==> src/rtl/xag_pkg.sv <==
package xag_pkg;

    localparam int BYTE_W = 8;
    localparam int DEST_W = 4;

    // variant selection for the third page-byte source
    localparam int VAR_BASE  = 0;
    localparam int VAR_DPAGE = 1;
    localparam int VAR_XPAGE = 2;

    // destination bit positions in the one-hot select
    localparam int DST_A   = 0;
    localparam int DST_X   = 1;
    localparam int DST_Y   = 2;
    localparam int DST_OUT = 3;

    typedef enum logic [1:0] {
        HI_ZERO = 2'd0,
        HI_Y    = 2'd1,
        HI_ALT  = 2'd2
    } hi_src_e;

    typedef enum logic {
        LO_IMM = 1'b0,
        LO_X   = 1'b1
    } lo_src_e;

    typedef struct packed {
        hi_src_e             hi_src;
        lo_src_e             lo_src;
        logic [DEST_W-1:0]   dest;
        logic                x_inc;
        logic                x_load;
        logic                y_load;
    } ctl_t;

    typedef struct packed {
        logic [BYTE_W-1:0] x;
        logic [BYTE_W-1:0] y;
    } idx_t;

endpackage

==> src/rtl/xag_mode_dec.sv <==
module xag_mode_dec
    import xag_pkg::*;
#(
    parameter int VARIANT = VAR_DPAGE,
    parameter int MODE_W  = 3
) (
    input  logic              exec,
    input  logic [MODE_W-1:0] mode,
    output ctl_t              ctl
);

    always_comb begin
        ctl        = '0;
        ctl.hi_src = HI_ZERO;
        ctl.lo_src = LO_IMM;
        case (mode)
            3'b000: begin
                ctl.dest[DST_A] = 1'b1;
            end
            3'b001: begin
                ctl.dest[DST_A] = 1'b1;
                if (VARIANT == VAR_DPAGE) begin
                    ctl.hi_src = HI_ALT;
                    ctl.lo_src = LO_X;
                end else if (VARIANT == VAR_XPAGE) begin
                    ctl.hi_src = HI_ALT;
                    ctl.lo_src = LO_IMM;
                end else begin
                    ctl.lo_src = LO_X;
                end
            end
            3'b010: begin
                ctl.hi_src      = HI_Y;
                ctl.dest[DST_A] = 1'b1;
            end
            3'b011: begin
                ctl.hi_src      = HI_Y;
                ctl.lo_src      = LO_X;
                ctl.dest[DST_A] = 1'b1;
            end
            3'b100: begin
                ctl.dest[DST_X] = 1'b1;
                ctl.x_load      = 1'b1;
            end
            3'b101: begin
                ctl.dest[DST_Y] = 1'b1;
                ctl.y_load      = 1'b1;
            end
            3'b110: begin
                ctl.dest[DST_OUT] = 1'b1;
            end
            default: begin
                ctl.hi_src        = HI_Y;
                ctl.lo_src        = LO_X;
                ctl.dest[DST_OUT] = 1'b1;
                ctl.x_inc         = 1'b1;
            end
        endcase
        // an idle slot still shows an address but has no side effect
        if (!exec) begin
            ctl.dest   = '0;
            ctl.x_inc  = 1'b0;
            ctl.x_load = 1'b0;
            ctl.y_load = 1'b0;
        end
    end

endmodule

==> src/rtl/xag_addr_mux.sv <==
module xag_addr_mux
    import xag_pkg::*;
#(
    parameter int VARIANT = VAR_DPAGE,
    parameter int ADDR_W  = 15
) (
    input  hi_src_e           hi_src,
    input  lo_src_e           lo_src,
    input  logic [BYTE_W-1:0] imm_d,
    input  logic [BYTE_W-1:0] x_val,
    input  logic [BYTE_W-1:0] y_val,
    output logic [BYTE_W-1:0] addr_hi,
    output logic [BYTE_W-1:0] addr_lo
);

    localparam int HI_KEEP = ADDR_W - BYTE_W;
    localparam logic [BYTE_W-1:0] HI_MASK = BYTE_W'((1 << HI_KEEP) - 1);

    logic [BYTE_W-1:0] alt_src;
    logic [BYTE_W-1:0] hi_raw;

    // the spare multiplexer input is wired per variant
    generate
        if (VARIANT == VAR_XPAGE) begin : g_alt_x
            assign alt_src = x_val;
        end else begin : g_alt_imm
            assign alt_src = imm_d;
        end
    endgenerate

    always_comb begin
        case (hi_src)
            HI_Y:    hi_raw = y_val;
            HI_ALT:  hi_raw = alt_src;
            default: hi_raw = '0;
        endcase
        addr_hi = hi_raw & HI_MASK;
        addr_lo = (lo_src == LO_X) ? x_val : imm_d;
    end

endmodule

==> src/rtl/xag_index_regs.sv <==
module xag_index_regs
    import xag_pkg::*;
(
    input  logic              clk,
    input  logic              rst,
    input  logic              x_load,
    input  logic              y_load,
    input  logic              x_inc,
    input  logic [BYTE_W-1:0] wr_data,
    output logic [BYTE_W-1:0] x_val,
    output logic [BYTE_W-1:0] y_val
);

    idx_t st_d, st_q;

    always_comb begin
        st_d = st_q;
        if (x_load) begin
            st_d.x = wr_data;
        end else if (x_inc) begin
            st_d.x = st_q.x + BYTE_W'(1);
        end
        if (y_load) begin
            st_d.y = wr_data;
        end
    end

    always_ff @(posedge clk) begin
        if (rst) begin
            st_q <= '0;
        end else begin
            st_q <= st_d;
        end
    end

    assign x_val = st_q.x;
    assign y_val = st_q.y;

endmodule

==> src/rtl/xaddr_gen.sv <==
module xaddr_gen
    import xag_pkg::*;
#(
    parameter int VARIANT = VAR_DPAGE,
    parameter int ADDR_W  = 15,
    parameter int MODE_W  = 3
) (
    input  logic              clk,
    input  logic              rst,
    input  logic              exec,
    input  logic [MODE_W-1:0] mode,
    input  logic [7:0]        imm_d,
    input  logic [7:0]        wr_data,
    output logic [7:0]        addr_hi,
    output logic [7:0]        addr_lo,
    output logic              x_post_inc,
    output logic [3:0]        dest_sel
);

    ctl_t              ctl;
    logic [BYTE_W-1:0] x_q;
    logic [BYTE_W-1:0] y_q;

    xag_mode_dec #(
        .VARIANT (VARIANT),
        .MODE_W  (MODE_W)
    ) u_dec (
        .exec (exec),
        .mode (mode),
        .ctl  (ctl)
    );

    xag_index_regs u_regs (
        .clk     (clk),
        .rst     (rst),
        .x_load  (ctl.x_load),
        .y_load  (ctl.y_load),
        .x_inc   (ctl.x_inc),
        .wr_data (wr_data),
        .x_val   (x_q),
        .y_val   (y_q)
    );

    xag_addr_mux #(
        .VARIANT (VARIANT),
        .ADDR_W  (ADDR_W)
    ) u_mux (
        .hi_src  (ctl.hi_src),
        .lo_src  (ctl.lo_src),
        .imm_d   (imm_d),
        .x_val   (x_q),
        .y_val   (y_q),
        .addr_hi (addr_hi),
        .addr_lo (addr_lo)
    );

    assign x_post_inc = ctl.x_inc;
    assign dest_sel   = ctl.dest;

endmodule

==> config.mk <==
export PLATFORM = sky130hd
export DESIGN_NAME = xaddr_gen
export DESIGN_NICKNAME = d
export VERILOG_FILES = /design/src/rtl/xag_pkg.sv /design/src/rtl/xag_mode_dec.sv /design/src/rtl/xag_addr_mux.sv /design/src/rtl/xag_index_regs.sv /design/src/rtl/xaddr_gen.sv
export SDC_FILE = /design/constraint.sdc
export NUM_CORES = 1
export LEC_CHECK = 0
export CORE_MARGIN = 2
export CORE_UTILIZATION = 30
export CTS_BUF_LIST = sky130_fd_sc_hd__clkbuf_4 sky130_fd_sc_hd__clkbuf_8
export DETAILED_ROUTE_END_ITERATION = 10
export DONT_BUFFER_PORTS = 1
export PLACE_DENSITY_LB_ADDON = 0.1
export SLEW_MARGIN = 5
export SYNTH_ARGS = -nofsm -noshare
export SYNTH_HDL_FRONTEND = slang
export SYNTH_SLANG_ARGS = --single-unit
==> constraint.sdc <==
create_clock -name clk -period 3.5 [get_ports clk]
set_input_delay 0.35 -clock clk [delete_from_list [all_inputs] [get_ports clk]]
set_output_delay 0.35 -clock clk [all_outputs]
set_load 0.01 [all_outputs]
==> results.cfg <==
[status]
outcome = complete, no violations

[routing]
dr.first_iter.drc_count = 18
post_drt_via_cell_ratio = 5.30
totalWireLength_um = 2510
drtPass1Iterations = 4
ant_nets = 0
routed-via-count = 816
wire_per_inst_um = 16.3
post-route-drc-count = 0

[final_layout]
mostFrequentLayoutCell = nand2_1
area_delta_synth_final_pct = 4.26
layout.cells.most_common_list = nand2_1 (20), a21oi_1 (16), dfxtp_1 (15)
post_layout_nonfiller_instances = 154
nNetsFinal = 134
num_antenna_cells = 0
final_layout_size_suffix_gt1_frac = 0.191

[min_path]
hp-class = input port to register

[grt]
grt_pass1_vias = 767
grt_max_degree = 16
grt_pass1_wl_um = 3730
global_route.usage.total = 0.142
grt_antenna_before_repair = 0
grt-ovfl-total = 0

[sta]
setup_viol = 0
tightest_slew_ps = 534
hold_violations = 0
setup_slack_ps = 1930
fmax_ghz = 0.638
final.min_clock_period_ps = 1570
setup_repair_after_global_routing_missed_its_margin = no
finalClockSkew_ps = 11.5
fin_tns_setup_ps = 0
finalMaxSlewViolations = 0
fin_crit_sh = 0.448
relSlewSlack = 0.643

[cts]
cts.repair_timing.setup_buffer_count = 0
cts_resized = 0
tritoncts_num_sinks = 15
hold_buf_count_cts = 0
cts.path.max_buffers = 2
cts_inserted_buffers = 3
total_number_of_h_tree_levels = 1
cts.root.buffer_cell = clkbuf_4
cts.clk_slew.worst_paths_ps = 100
cts_tree = done
clock_insertion_delay_worst_skew_ps = 290

[logic_synthesis]
synth_warnings = 0
synth_cells = 112
synth_edf_count = 0
leading_register_cell_type_out_of_synthesis = dfxtp_1
synth.ff_latch_count = 15
synthesis.area_um2 = 940
async_s_r_ff_share_synth = 0
synth_seq_area_share = 0.320
syn_area_per_cell_um2 = 8.39
yosysUniqueCellTypes = 39
synth.net_count = 135

[worst_setup_path]
worst_ep_required_time_ps = 3150
critPathLaunchType = input port
worst_setup_path_class = input port to output port
cp.arrival_ps = 1220
crit_fanout = 9
setup.worst_path.end_class = output port

[power]
total_power_divided_by_cell_area_mw_per_mm2 = 331
vdd_ir_drop_max_v = 0.000193
leakagePower_uw = 0.000348

[floorplanning]
rows = 20
chipHeight_um = 60.0
top_level_ports = 43
die-width_um = 60.0
floorplan.initialDensity = 0.310
coreArea_mm2 = 0.00303
die_area_mm2 = 0.00360

[place]
preCtsSetupSlack_ps = 1900
dp_cells = 150
dpl.hpwl_um = 1940
io_buffers = 0
finalWeightedCongestion = 0.737

[job]
max_cap_violations = 0
==> cells by family after synthesis <==
family          after synthesis  share of synthesized area
compound gates               35                      0.257
xor+xnor                      1                    0.00932
fa+ha+maj                     1                     0.0133
buf+inv                      11                     0.0786
flops                        15                      0.320
mux                           7                     0.0839
other cells                   1                    0.00399
simple gates                 41                      0.234
==> cell type report <==
type	instances	area, um2
sequential	15	300
clock inverter	1	5.00
fill	339	2050
clock buffer	3	22.5
inverter	5	31.3
multi-input combinational	86	566
tap	44	55.1
==> layer usage <==
metal	wire length (um)	GRT usage	part of all wire	vias up
met2	1190	0.225	0.47	44
met1	1030	0.176	0.41	371
met4	17	0.0286	0.0068	0
met5	0	0	0	-
li1	-	-	-	399
met3	271	0.0671	0.11	2
==> cells in the mapped netlist (2+ instances only) <==
cell type / count / share of area
nand3_1: 3 / 0.016
inv_1: 3 / 0.012
o21ai_1: 2 / 0.011
nor3_1: 2 / 0.011
a22o_1: 7 / 0.065
or3_1: 2 / 0.013
mux2_2: 7 / 0.084
a21oi_1: 16 / 0.085
dfxtp_1: 15 / 0.32
nor2_1: 5 / 0.020
buf_4: 3 / 0.024
nand2_1: 20 / 0.080
==> power breakdown <==
| group | leakage, uW | internal, uW | total [uW] | switching [uW] |
|---|---|---|---|---|
| registers | 0.000121 | 175 | 179 | 3.95 |
| logic | 0.000208 | 17.4 | 42.6 | 25.2 |
| clock network | 0.0000177 | 42.5 | 103 | 60.5 |
==> state kept, by name, indices dropped and copies added (netlist names) <==
| register | cells |
|---|---|
| u_regs.y_val | 7 |
| u_regs.x_val | 8 |
==> worst max-delay path, stage by stage <==
cell	delay [ps]
inv_1	30
o21ai_2	410
mux2_2	430
==> through the flow <==
step / util / instance area [um2] / hold WS, ps / total power [uW]
after floorplan: - / 940 / 415 / 222
after global placement: 0.314 / 952 / 418 / 226
after detailed placement: 0.314 / 952 / 419 / 226
after CTS: 0.324 / 980 / 101 / 328
after global routing: 0.324 / 980 / 92.3 / 339
final: 0.324 / 980 / 109 / 324
==> final timing paths <==
path / start / end / slack, ps / cells after the start
setup / recovery: mode[2] / addr_lo[1] / 1930 / 3
hold / removal: rst / u_regs.y_val[1]$_SDFFE_PP0P_ / 110 / 1
setup reg to reg: u_regs.x_val[0]$_SDFFE_PP0P_ / u_regs.x_val[6]$_SDFFE_PP0P_ / 2080 / 4
hold reg to reg: u_regs.y_val[1]$_SDFFE_PP0P_ / u_regs.y_val[1]$_SDFFE_PP0P_ / 450 / 2
Note: power is estimated with default switching activity, not from simulation.
